[src/rtl/eeprom_seq_pkg.sv]
package eeprom_seq_pkg;
    localparam int BYTE_W     = 8;
    localparam int MEM_ADDR_W = 16;
    localparam int DEV_W      = 7;

    typedef enum logic [1:0] {
        OP_START = 2'd0,
        OP_STOP  = 2'd1,
        OP_WRITE = 2'd2,
        OP_READ  = 2'd3
    } eng_op_e;

    typedef enum logic [3:0] {
        ST_START, ST_CTRLW, ST_AHI, ST_ALO, ST_DATA, ST_STOPW,
        ST_PSTART, ST_PCTRL, ST_PSTOP,
        ST_RSTART, ST_CTRLR, ST_RDATA, ST_STOPR, ST_ABORT
    } step_e;

    typedef enum logic [1:0] {PH_IDLE, PH_ISSUE, PH_WAIT} phase_e;

    typedef struct packed {
        logic                  rnw;
        logic [MEM_ADDR_W-1:0] addr;
        logic [BYTE_W-1:0]     wdata;
    } req_t;

    typedef struct packed {
        eng_op_e           op;
        logic [BYTE_W-1:0] data;
    } eng_cmd_t;

    function automatic logic [BYTE_W-1:0] ctrl_byte(input logic [DEV_W-1:0] dev,
                                                    input logic rnw);
        return {dev, rnw};
    endfunction

    function automatic eng_cmd_t step_cmd(input step_e st, input logic [DEV_W-1:0] dev,
                                          input req_t r);
        eng_cmd_t c;
        c.op   = OP_WRITE;
        c.data = '0;
        case (st)
            ST_START, ST_PSTART, ST_RSTART: c.op = OP_START;
            ST_STOPW, ST_PSTOP, ST_STOPR, ST_ABORT: c.op = OP_STOP;
            ST_RDATA: c.op = OP_READ;
            ST_CTRLW, ST_PCTRL: c.data = ctrl_byte(dev, 1'b0);
            ST_CTRLR: c.data = ctrl_byte(dev, 1'b1);
            ST_AHI:   c.data = r.addr[MEM_ADDR_W-1 -: BYTE_W];
            ST_ALO:   c.data = r.addr[BYTE_W-1:0];
            ST_DATA:  c.data = r.wdata;
            default:  c.op = OP_STOP;
        endcase
        return c;
    endfunction

    function automatic logic step_is_last(input step_e st);
        return (st == ST_PSTOP) || (st == ST_STOPR) || (st == ST_ABORT);
    endfunction
endpackage

[src/rtl/eeprom_poll_ctr.sv]
module eeprom_poll_ctr #(
    parameter int MAX_POLLS = 128
) (
    input  logic clk,
    input  logic rst,
    input  logic clr,
    input  logic inc,
    output logic at_limit
);
    localparam int CNT_W = (MAX_POLLS > 1) ? $clog2(MAX_POLLS) : 1;

    logic [CNT_W-1:0] cnt;

    assign at_limit = (cnt == CNT_W'(MAX_POLLS - 1));

    always_ff @(posedge clk) begin
        if (rst || clr) cnt <= '0;
        else if (inc && !at_limit) cnt <= cnt + 1'b1;
    end

    // the count never passes the last permitted poll
    p_poll_bound_r6: assert property (@(posedge clk) disable iff (rst)
        int'(cnt) < MAX_POLLS);
endmodule

[src/rtl/eeprom_req_hold.sv]
module eeprom_req_hold
    import eeprom_seq_pkg::*;
(
    input  logic clk,
    input  logic rst,
    input  logic fire,
    input  req_t d,
    output req_t q
);
    always_ff @(posedge clk) begin
        if (rst)       q <= '0;
        else if (fire) q <= d;
    end

    // the held request changes only when a request is taken
    p_hold_stable_r8: assert property (@(posedge clk) disable iff (rst)
        !fire |=> $stable(q));
endmodule

[src/rtl/eeprom_seq_fsm.sv]
module eeprom_seq_fsm
    import eeprom_seq_pkg::*;
#(
    parameter logic [DEV_W-1:0] DEV_ADDR = 7'h50
) (
    input  logic              clk,
    input  logic              rst,
    input  logic              req_fire,
    input  req_t              req,
    input  logic              rsp_valid,
    input  logic              rsp_ack,
    input  logic [BYTE_W-1:0] rsp_data,
    input  logic              poll_at_limit,
    output logic              poll_clr,
    output logic              poll_inc,
    output logic              cmd_valid,
    output eng_cmd_t          cmd,
    output logic              idle,
    output logic              done,
    output logic              err,
    output logic [BYTE_W-1:0] rd_data
);
    phase_e phase;
    step_e  step, nxt;
    logic   resp_here;

    assign resp_here = (phase == PH_WAIT) && rsp_valid;
    assign cmd_valid = (phase == PH_ISSUE);
    assign cmd       = step_cmd(step, DEV_ADDR, req);
    assign idle      = (phase == PH_IDLE);
    assign poll_clr  = resp_here && (step == ST_STOPW);
    assign poll_inc  = resp_here && (step == ST_PCTRL) && !rsp_ack;

    always_comb begin
        nxt = ST_ABORT;
        case (step)
            ST_START:  nxt = ST_CTRLW;
            ST_CTRLW:  nxt = rsp_ack ? ST_AHI : ST_ABORT;
            ST_AHI:    nxt = rsp_ack ? ST_ALO : ST_ABORT;
            ST_ALO:    nxt = !rsp_ack ? ST_ABORT : (req.rnw ? ST_RSTART : ST_DATA);
            ST_DATA:   nxt = rsp_ack ? ST_STOPW : ST_ABORT;
            ST_STOPW:  nxt = ST_PSTART;
            ST_PSTART: nxt = ST_PCTRL;
            ST_PCTRL:  nxt = rsp_ack ? ST_PSTOP : (poll_at_limit ? ST_ABORT : ST_PSTART);
            ST_RSTART: nxt = ST_CTRLR;
            ST_CTRLR:  nxt = rsp_ack ? ST_RDATA : ST_ABORT;
            ST_RDATA:  nxt = ST_STOPR;
            default:   nxt = ST_ABORT;
        endcase
    end

    always_ff @(posedge clk) begin
        if (rst) begin
            phase   <= PH_IDLE;
            step    <= ST_START;
            done    <= 1'b0;
            err     <= 1'b0;
            rd_data <= '0;
        end else begin
            done <= 1'b0;
            err  <= 1'b0;
            case (phase)
                PH_IDLE: if (req_fire) begin
                    step  <= ST_START;
                    phase <= PH_ISSUE;
                end
                PH_ISSUE: phase <= PH_WAIT;
                PH_WAIT: if (rsp_valid) begin
                    if (step == ST_RDATA) rd_data <= rsp_data;
                    if (step_is_last(step)) begin
                        phase <= PH_IDLE;
                        done  <= 1'b1;
                        err   <= (step == ST_ABORT);
                    end else begin
                        step  <= nxt;
                        phase <= PH_ISSUE;
                    end
                end
                default: phase <= PH_IDLE;
            endcase
        end
    end

    // a command strobe lasts one cycle
    p_cmd_pulse_r10: assert property (@(posedge clk) disable iff (rst)
        cmd_valid |=> !cmd_valid);
    // no new command while one is outstanding and unanswered
    p_one_outstanding_r10: assert property (@(posedge clk) disable iff (rst)
        (phase == PH_WAIT && !rsp_valid) |=> !cmd_valid);
    // error only alongside completion
    p_err_with_done_r9: assert property (@(posedge clk) disable iff (rst)
        err |-> done);
    // completion is a single-cycle pulse
    p_done_pulse_r9: assert property (@(posedge clk) disable iff (rst)
        done |=> !done);
    // completion leaves the block ready for the next request
    p_done_idle_r8: assert property (@(posedge clk) disable iff (rst)
        done |-> idle);
endmodule

[src/rtl/eeprom_ack_poll_seq.sv]
module eeprom_ack_poll_seq
    import eeprom_seq_pkg::*;
#(
    parameter logic [6:0] DEV_ADDR  = 7'h50,
    parameter int         MAX_POLLS = 128
) (
    input  logic        clk,
    input  logic        rst,
    input  logic        req_valid,
    input  logic        req_rnw,
    input  logic [15:0] req_addr,
    input  logic [7:0]  req_wdata,
    output logic        req_ready,
    output logic        done,
    output logic        err,
    output logic [7:0]  rd_data,
    output logic        cmd_valid,
    output logic [1:0]  cmd_op,
    output logic [7:0]  cmd_byte,
    input  logic        rsp_valid,
    input  logic        rsp_ack,
    input  logic [7:0]  rsp_data
);
    req_t     req_in, req_q;
    eng_cmd_t cmd;
    logic     fire, idle, poll_clr, poll_inc, poll_at_limit;

    assign req_in    = '{rnw: req_rnw, addr: req_addr, wdata: req_wdata};
    assign fire      = req_valid && idle;
    assign req_ready = idle;
    assign cmd_op    = cmd.op;
    assign cmd_byte  = cmd.data;

    eeprom_req_hold u_hold (
        .clk(clk), .rst(rst), .fire(fire), .d(req_in), .q(req_q)
    );

    eeprom_poll_ctr #(.MAX_POLLS(MAX_POLLS)) u_poll (
        .clk(clk), .rst(rst), .clr(poll_clr), .inc(poll_inc), .at_limit(poll_at_limit)
    );

    eeprom_seq_fsm #(.DEV_ADDR(DEV_ADDR)) u_fsm (
        .clk(clk), .rst(rst), .req_fire(fire), .req(req_q),
        .rsp_valid(rsp_valid), .rsp_ack(rsp_ack), .rsp_data(rsp_data),
        .poll_at_limit(poll_at_limit), .poll_clr(poll_clr), .poll_inc(poll_inc),
        .cmd_valid(cmd_valid), .cmd(cmd), .idle(idle),
        .done(done), .err(err), .rd_data(rd_data)
    );
endmodule

[config.mk]
export PLATFORM = sky130hd
export DESIGN_NAME = eeprom_ack_poll_seq
export DESIGN_NICKNAME = d
export VERILOG_FILES = /design/src/rtl/eeprom_seq_pkg.sv /design/src/rtl/eeprom_poll_ctr.sv /design/src/rtl/eeprom_req_hold.sv /design/src/rtl/eeprom_seq_fsm.sv /design/src/rtl/eeprom_ack_poll_seq.sv
export SDC_FILE = /design/constraint.sdc
export NUM_CORES = 1
export LEC_CHECK = 0
export BUFFER_PORTS_ARGS = -buffer_cell sky130_fd_sc_hd__buf_2
export CORE_MARGIN = 8
export CORE_UTILIZATION = 55
export CTS_CLUSTER_SIZE = 30
export DETAILED_ROUTE_END_ITERATION = 6
export PLACE_DENSITY = 0.83
export SLEW_MARGIN = 5
export SYNTH_ARGS = -nofsm -noshare
export SYNTH_HDL_FRONTEND = slang
export SYNTH_SLANG_ARGS = --single-unit
[constraint.sdc]
create_clock -name clk -period 3.6 [get_ports clk]
set_input_delay 0.72 -clock clk [delete_from_list [all_inputs] [get_ports clk]]
set_output_delay 0.72 -clock clk [all_outputs]
set_load 0.02 [all_outputs]
Yosys cells after proc, flatten, opt, wreduce, memory -nomap -nowiden
Index checks and enable logic that the tools add are counted.

Word-level logic and storage cells: 74. Register bits after elaboration: 48. Input port bits: 38.

Eq/ne operators: 19. $add $sub $neg: 1. Reductions and logical operators: 22. Multiplexer cells: 20. Bitwise logic cells: 3.

Operator list (number): $pmux W4 S11 (1); $mux W4 (10); $pmux W8 S5 (1); $eq A4 B4 Y1 const B (6); $eq A4 B3 Y1 const B (4); $pmux W2 S3 (2); $eq A4 B2 Y1 const B (2); $pmux W4 S2 (1); $add A7 B1 Y7 const B (1); $eq A7 B7 Y1 const B (1); $logic_and A1 B1 Y1 (6); $ne A2 B2 Y1 const B (3); $reduce_or A3 Y1 (2); $reduce_or A6 Y1 (1); $eq A4 B1 Y1 const B (1); $logic_not A4 Y1 (1); $mux W2 (2); $reduce_and A4 Y1 (1); $reduce_or A4 Y1 (1); $logic_or A1 B1 Y1 (3); $mux W3 (1); $not A1 Y1 (3); $reduce_and A3 Y1 (1); $eq A2 B1 Y1 const B (1); 7 further kinds (9).

Longest topological paths before layout
Gate-level depths: netlist of run 1.

Word-level depth: 7. Gate-level depth with buffers: 6. Depth with buffers taken out: 4.

By module
From an unflattened synthesis of run 1, not the netlist that was laid out.

Cell total of the unflattened synthesis: 270. Area, all modules: 2447.3 um^2.

By module, submodules not included: eeprom_seq_fsm (instances 1, seq. area each 320.3 um^2, area an instance 1194.9 um^2, cells an instance 152); eeprom_req_hold (instances 1, seq. area each 500.5 um^2, area an instance 909.6 um^2, cells an instance 81); eeprom_poll_ctr (instances 1, seq. area each 140.1 um^2, area an instance 336.6 um^2, cells an instance 36); eeprom_ack_poll_seq (instances 1, seq. area each 0.0 um^2, area an instance 6.3 um^2, cells an instance 1).

Least setup slack after synthesis of run 1
No wires, ideal clock.

Kind: register to output. Start point: reg u_fsm.step[0]. End point: out cmd_byte[0]. Path buffers: 2. Arrival: 1.559 ns. Stages on the path, launching flop included: 5. Path slack: 1.321 ns. Required time: 2.880 ns. Cells stage by stage: dfxtp_1 > clkbuf_1 > clkbuf_1 > nor3_1 > o31ai_1.

Word-level cells in the longest chain between the ends: 3. Elaborated cells between the ends (all ways): 8. Those cells by class: eq/ne (6); mux (1); reduce/logical (1).

Ends and longest elaborated chain: start, declared (line eeprom_seq_fsm.sv:24) `step_e step, nxt;`; start signal, assigned (line eeprom_seq_fsm.sv:75) `step <= nxt;`; $eq A4 B1 Y1 / $eq A4 B3 Y1 (equally long branches) (line eeprom_seq_pkg.sv:42) `case (st)`; $reduce_or A2 Y1; $pmux W8 S5 (*) (line eeprom_seq_pkg.sv:42); end, declared (line eeprom_ack_poll_seq.sv:19) `output logic [7:0] cmd_byte,`.

Every way passes the cells marked *; elsewhere a longest branch is shown, timed or not.

Worst setup path in the final report of run 1
Start point: reg u_fsm.step[2]. End point: out cmd_byte[6].

The elaborated chain is that of the path after synthesis.

==> results of run 1 <==
worst min-delay path by stage:
stage / startpoint / end / slack, ns / cells past startpoint
after floorplan: u_hold.q[8] / u_hold.q[8] / 0.43 / 2
after global routing: u_hold.q[3] / u_hold.q[3] / 0.48 / 2
final: u_hold.q[5] / u_hold.q[5] / 0.46 / 2
after CTS: u_hold.q[5] / u_hold.q[5] / 0.46 / 2
after detailed placement: u_hold.q[5] / u_hold.q[5] / 0.45 / 2
after global placement: u_hold.q[6] / u_hold.q[6] / 0.44 / 2
worst max-delay path, stage by stage (launching register included):
cell and delay [ns]:
dfxtp_1 0.61, nand2b_1 0.20, nor3_1 0.65, a222oi_1 0.24
inv_1 0.08, buf_2 0.16
state kept, by name, summed over array words and instances (netlist names):
signal,cells
u_fsm.done,1
u_fsm.err,1
u_fsm.phase,2
u_fsm.rd_data,8
u_fsm.step,4
u_hold.q,25
u_poll.cnt,7
per-layer routing:
metal	global-route usage, %	vias up	share of wire [%]
met4	7.04	0	1.1
met2	28.9	68	48
li1	-	1073	-
met3	6.42	7	7.8
met1	19.3	974	43
met5	0	-	0
kinds of logic (layout without fill, tap and decap cells):
group                      after synthesis  count (layout)  synth area share (%)
xor gates and xnor gates                 1               1                 0.396
AOI/OAI and AO/OA                       73              73                  20.6
adders and majority gates                1               1                 0.565
and+or+nand+nor                        118             118                  25.9
DFF                                     48              48                  43.4
buffers and inverters                   30              77                  5.48
muxes                                    8               8                  3.62
cell usage after synthesis, types with 2 or more instances:
| cell type | number | area, sq um |
|---|---|---|
| or3_1 | 3 | 18.8 |
| or2_2 | 2 | 12.5 |
| o21ai_0 | 5 | 25.0 |
| o31ai_1 | 7 | 52.6 |
| nor4_1 | 2 | 12.5 |
| nand4_1 | 2 | 12.5 |
| a21oi_1 | 35 | 175 |
| nand2_1 | 60 | 225 |
| a211oi_1 | 2 | 15.0 |
| a222oi_1 | 5 | 50.1 |
| a21boi_0 | 2 | 15.0 |
| a31oi_1 | 5 | 31.3 |
| clkbuf_1 | 18 | 67.6 |
| nand3_1 | 2 | 10.0 |
| inv_1 | 10 | 37.5 |
| dfxtp_1 | 48 | 961 |
| mux2i_1 | 8 | 80.1 |
| a31o_2 | 2 | 17.5 |
| nor3_1 | 7 | 35.0 |
| o22ai_1 | 3 | 18.8 |
| nor2_1 | 19 | 71.3 |
| and2_1 | 2 | 12.5 |
| nor2b_1 | 2 | 12.5 |
| nand2b_1 | 5 | 31.3 |
| or4_1 | 5 | 37.5 |
| o211ai_1 | 3 | 22.5 |
cell usage in the layout, fill, tap and decap left out, types with 3 or more instances in the layout:
cell type | Yosys | final
or4_1 | 5 | 5
nor3_1 | 7 | 7
inv_1 | 10 | 10
nor2_1 | 19 | 19
o21ai_0 | 5 | 5
mux2i_1 | 8 | 8
clkbuf_8 | 0 | 5
or3_1 | 3 | 3
a222oi_1 | 5 | 5
nand2b_1 | 5 | 5
dfxtp_1 | 48 | 48
o22ai_1 | 3 | 3
o211ai_1 | 3 | 3
a31oi_1 | 5 | 5
nand2_1 | 60 | 60
a21oi_1 | 35 | 35
o31ai_1 | 7 | 7
buf_2 | 1 | 59
power groups by stage:
stage	clock [mW]	combinational (mW)	sequential, mW
after floorplan	0	0.0666	0.573
after global placement	0	0.0969	0.577
after detailed placement	0	0.0990	0.578
after CTS	0.315	0.0991	0.566
after global routing	0.339	0.110	0.569
final	0.310	0.0987	0.566
layout make-up:
class	count	share of cell area, %
Inverter	10	1.46
Tap cell	50	2.43
Clock buffer	5	2.67
Clock inverter	2	0.486
Timing Repair Buffer	60	11.8
Multi-Input combinational cell	201	43.9
Sequential cell	48	37.3
through the flow:
stage	cell area, sq um	setup WS, ns	instances	hold slack (ns)	util (%)
finish	2580	0.631	376	0.460	65.3
global route	2580	0.366	376	0.484	65.3
CTS	2580	0.591	376	0.459	65.3
detailed placement	2490	0.934	369	0.447	63.3
global placement	2490	0.981	369	0.442	63.3
floorplan	2210	1.32	279	0.434	-
==> load_flow_metrics.sql, run 1 <==
INSERT INTO impl_metrics (metric_group, metric, value, unit) VALUES
('critical_path', 'critical_path_class', 'reg2out', ''),
('logic_synthesis', 'async_reset_ff_share', '0', '%'),
('placed_design', 'post-dp-hpwl', '3790', 'microns'),
('cells_and_area', 'area_delta_synth_final', '16.4', '%'),
('floorplanning', 'placeableCoreArea', '3940', 'sq um'),
('timing', 'worst_pin_slew', '0.997', 'ns'),
('critical_path', 'r2r_cells', '4', ''),
('clock_network', 'post_cts_resize_count', '0', ''),
('floorplanning', 'die-height', '79.4', 'microns'),
('logic_synthesis', 'syn-instance-count', '279', ''),
('cells_and_area', 'diodes', '0', ''),
('grt', 'wire_length_of_the_first_global_routing_pass', '8880', 'microns'),
('critical_path', 'critPathCaptureType', 'output pin', ''),
('cells_and_area', 'multi_input_area', '1130', 'sq um'),
('floorplanning', 'initial_core_util', '56.1', '%'),
('timing', 'fin_crit_sh', '82.5', '%'),
('cells_and_area', 'num-nets-final', '365', ''),
('logic_synthesis', 'synth-edff-count', '0', ''),
('clock_network', 'cts_made_buffers', '5', ''),
('logic_synthesis', 'synth.net_count', '318', ''),
('timing', 'setup_viol_count_final', '0', ''),
('logic_synthesis', 'ys_seq_area_share', '43.4', '%'),
('placed_design', 'gpl.final_weighted_congestion', '0.866', ''),
('logic_synthesis', 'ys_types', '41', ''),
('cells_and_area', 'area.sequential', '961', 'sq um'),
('grt', 'grt_overflow', '0', ''),
('timing', 'timing.slew.headroom', '33.4', '%'),
('routing', 'routed_wirelength', '5410', 'microns'),
('grt', 'grt_max_degree', '42', ''),
('logic_synthesis', 'synth.yosys.warnings', '0', ''),
('timing', 'max_freq', '337', 'MHz'),
('cells_and_area', 'share_of_cells_above_drive_strength_1', '22.4', '%'),
('routing', 'firstDrtPassIters', '4', ''),
('logic_synthesis', 'syn_area', '2210', 'sq um'),
('grt', 'grt_pass1_vias', '2068', ''),
('power', 'power_density', '378', 'nW/um^2'),
('flow_run', 'cap_viol_max_count', '0', ''),
('clock_network', 'clockBufferDepth', '2', ''),
('clock_network', 'path_clk_slew', '0.09', 'ns'),
('critical_path', 'reg2reg_setup_slack', '1.29', 'ns'),
('power', 'power.switching_fraction', '25.9', '%'),
('logic_synthesis', 'ys_seq_elements', '48', ''),
('clock_network', 'cts-htree-levels', '2', ''),
('timing', 'finalWorstPathRequiredPeriod', '2.97', 'ns'),
('logic_synthesis', 'syn-mean-instance-area', '7.93', 'sq um'),
('clock_network', 'clk_latency', '0.31', 'ns'),
('timing', 'rsz0062_at_grt', 'no', ''),
('routing', 'drt_iter0_markers', '273', ''),
('critical_path', 'startpoint_type', 'flop', ''),
('clock_network', 'cts_root_buf', 'clkbuf_8', ''),
('status', 'status', 'complete, no violations', ''),
('clock_network', 'cts_post_setup_buffers_inserted', '0', ''),
('power', 'max-vdd-ir-drop', '0.000291', 'V'),
('critical_path', 'timing.critical_path.to', 'cmd_byte[6]', ''),
('placed_design', 'port-buffer-count', '59', ''),
('floorplanning', 'design.die.area', '6310', 'sq um'),
('routing', 'drt_drc_violations_left', '0', ''),
('critical_path', 'r2r-end', 'u_poll.cnt[5]', ''),
('power', 'power.internal', '0.722', 'mW'),
('clock_network', 'numClockSinks', '48', ''),
('grt', 'grt_antenna_before_repair', '0', ''),
('routing', 'routed_via_density', '5.64', ''),
('power', 'comb_power_share', '10.1', '%'),
('timing', 'report.final.hold_viol_count', '0', ''),
('power', 'total_power', '0.974', 'mW'),
('critical_path', 'startpoint', 'u_fsm.step[2]', ''),
('cells_and_area', 'nFillCells', '352', ''),
('timing', 'totalNegativeSetupSlack', '0', 'ns'),
('timing', 'worst_clock_skew', '0.00636', 'ns'),
('floorplanning', 'num_rows', '23', ''),
('floorplanning', 'fp.dieW', '79.4', 'microns');
Power figures use the tool's default switching activity.
==> run 2: changes to the inputs <==
--- a/config.mk
+++ b/config.mk
@@ -7,10 +7,10 @@
 export LEC_CHECK = 0
 export BUFFER_PORTS_ARGS = -buffer_cell sky130_fd_sc_hd__buf_2
 export CORE_MARGIN = 8
-export CORE_UTILIZATION = 55
+export CORE_UTILIZATION = 47
 export CTS_CLUSTER_SIZE = 30
 export DETAILED_ROUTE_END_ITERATION = 6
-export PLACE_DENSITY = 0.83
+export PLACE_DENSITY = 0.76
 export SLEW_MARGIN = 5
 export SYNTH_ARGS = -nofsm -noshare
 export SYNTH_HDL_FRONTEND = slang
==> constraint.sdc (replaced) <==
create_clock -name clk -period 2.4 [get_ports clk]
set_input_delay 0.48 -clock clk [delete_from_list [all_inputs] [get_ports clk]]
set_output_delay 0.48 -clock clk [all_outputs]
set_load 0.02 [all_outputs]
==> load_flow_metrics.sql, run 2 (synthesized netlist as in run 1, its figures left out) <==
INSERT INTO impl_metrics (metric_group, metric, value, unit) VALUES
('routing', 'route.layer.met1.wl', '2490', 'microns'),
('timing', 'finalWorstPathRequiredPeriod', '2.27', 'ns'),
('cells_and_area', 'share_of_cells_above_drive_strength_1', '25.1', '%'),
('routing', 'route.antenna.remaining_nets', '0', ''),
('grt', 'wire_length_of_the_first_global_routing_pass', '9410', 'microns'),
('grt', 'grt_max_degree', '26', ''),
('cells_and_area', 'final_design_area_no_fill', '2660', 'sq um'),
('grt', 'grt_pass1_vias', '2129', ''),
('routing', 'routed_wirelength', '5460', 'microns'),
('critical_path', 'critPathMaxFanout', '14', ''),
('critical_path', 'cp_data_arrival_time', '1.79', 'ns'),
('timing', 'rsz0062_at_grt', 'no', ''),
('power', 'total_leakage_power', '1.10', 'nW'),
('placed_design', 'placed_cell_area', '2560', 'sq um'),
('timing', 'report.final.hold_viol_count', '0', ''),
('clock_network', 'clockBufferDepth', '2', ''),
('placed_design', 'gpl.final_weighted_congestion', '0.868', ''),
('timing', 'worst_clock_skew', '0.00312', 'ns'),
('clock_network', 'cts_tree', 'built', ''),
('clock_network', 'cts_root_buf', 'clkbuf_8', ''),
('floorplanning', 'design.die.area', '7160', 'sq um'),
('routing', 'drt_drc_violations_left', '0', ''),
('flow_run', 'cap_viol_max_count', '0', ''),
('cells_and_area', 'diodes', '0', ''),
('grt', 'grt_antenna_before_repair', '0', ''),
('status', 'status', 'complete, no violations', ''),
('routing', 'detailroute.wirelength.met3', '258', 'microns'),
('routing', 'drt_iter0_markers', '272', ''),
('clock_network', 'cts-htree-levels', '2', ''),
('timing', 'setup_viol_count_final', '0', ''),
('timing', 'max_freq', '441', 'MHz'),
('power', 'total_power', '1.50', 'mW'),
('routing', 'routed_via_density', '5.51', ''),
('clock_network', 'ctsHoldBuffers', '0', ''),
('critical_path', 'worst_ep_required_time', '1.92', 'ns'),
('routing', 'vias', '2145', ''),
('floorplanning', 'initial_core_util', '47.8', '%'),
('critical_path', 'critPathCaptureType', 'output pin', ''),
('cells_and_area', 'layout.cells.most_common_list', 'nand2_1 (60), buf_2 (59), dfxtp_1 (47)', ''),
('floorplanning', 'placeableCoreArea', '4630', 'sq um'),
('routing', 'detailroute.wirelength.met2', '2600', 'microns'),
('routing', 'top_layer', 'met4', ''),
('routing', 'firstDrtPassIters', '4', ''),
('floorplanning', 'num_rows', '25', ''),
('clock_network', 'clk_latency', '0.30', 'ns'),
('cells_and_area', 'regs_by_ff_count', 'u_hold.q (25), u_fsm.rd_data (8), u_poll.cnt (7)', ''),
('clock_network', 'numClockSinks', '48', ''),
('clock_network', 'cts_made_buffers', '5', ''),
('clock_network', 'path_clk_slew', '0.09', 'ns'),
('placed_design', 'post-dp-hpwl', '3900', 'microns'),
('grt', 'grt_usage', '15.9', '%'),
('timing', 'worst_pin_slew', '0.588', 'ns'),
('critical_path', 'critical_path_class', 'reg2out', ''),
('routing', 'route.detailed.wl_per_inst', '14.0', 'microns'),
('floorplanning', 'fp.dieW', '84.6', 'microns'),
('grt', 'grt_overflow', '0', ''),
('timing', 'final-max-slew-violation-count', '0', ''),
('timing', 'fin_crit_sh', '94.5', '%'),
('power', 'max-vdd-ir-drop', '0.000336', 'V'),
('cells_and_area', 'most_flops_register', 'u_hold.q', ''),
('hold_path', 'hold_class', 'in2reg', ''),
('cells_and_area', 'area_delta_synth_final', '20.3', '%'),
('timing', 'totalNegativeSetupSlack', '0', 'ns'),
('critical_path', 'startpoint_type', 'flop', ''),
('floorplanning', 'num_io_pins', '60', ''),
('power', 'power_density', '564', 'nW/um^2'),
('critical_path', 'reg2reg_setup_slack', '0.46', 'ns'),
('cells_and_area', 'layout.cells.most_common', 'nand2_1', ''),
('floorplanning', 'die-height', '84.6', 'microns'),
('timing', 'timing.slew.headroom', '60.7', '%'),
('cells_and_area', 'num-nets-final', '373', ''),
('placed_design', 'port-buffer-count', '59', ''),
('cells_and_area', 'largest_reg_flops', '25', '');
run 2: cell types whose count changed in the layout (fill, tap and decap cells not counted), sizes merged:
cell,change
clkinv,-1
clkbuf,+2
buf,+8
run 2: layout make-up:
type	instances	area, sq um
Fill cell	448	1970
Multi-Input combinational cell	201	1140
Sequential cell	48	962
Timing Repair Buffer	68	363
Clock buffer	7	86.3
Tap cell	54	67.6
Inverter	10	37.5
Clock inverter	1	7.51
run 2: what timing repair did:
| action | 4_1_cts | 5_1_grt |
|---|---|---|
| setup endpoints to repair | 6 | 8 |
| setup buffers | 0 | 0 |
| gates resized for setup | 2 | 1 |
run 2: final timing paths:
path	cells past startpoint	end	from
max	5	cmd_byte[1]	u_fsm.step[2]
min	3	u_hold.q[7]	req_wdata[7]
max reg2reg	4	u_poll.cnt[4]	u_fsm.step[2]
min reg2reg	2	u_hold.q[2]	u_hold.q[2]
run 2: worst max-delay path: stages (launching register included):
cell	delay, ns
dfxtp_2	0.40
or2_2	0.37
nor3_2	0.32
a222oi_1	0.15
inv_1	0.08
buf_2	0.16
run 2: per-layer routing:
layer / vias up / global-route usage [%]
li1: 1095 / -
met1: 982 / 18.5
met2: 57 / 26.6
met3: 11 / 3.80
met4: 0 / 7.61
met5: - / 0
run 2: through the flow:
stage / instances / util (%) / worst slack, ns / hold slack, ns
floorplan: 279 / - / 0.361 / 0.434
global placement: 381 / 55.3 / 0.241 / 0.441
detailed placement: 381 / 55.3 / 0.128 / 0.448
CTS: 389 / 57.5 / 0.0163 / 0.399
global route: 389 / 57.5 / 0.0214 / 0.399
finish: 389 / 57.5 / 0.133 / 0.403
run 2: power breakdown:
group          switching, mW  leakage [nW]  internal [mW]
registers             0.0181         0.391          0.827
logic                 0.0933         0.668         0.0634
clock network          0.266        0.0445          0.234
total                  0.377          1.10           1.12
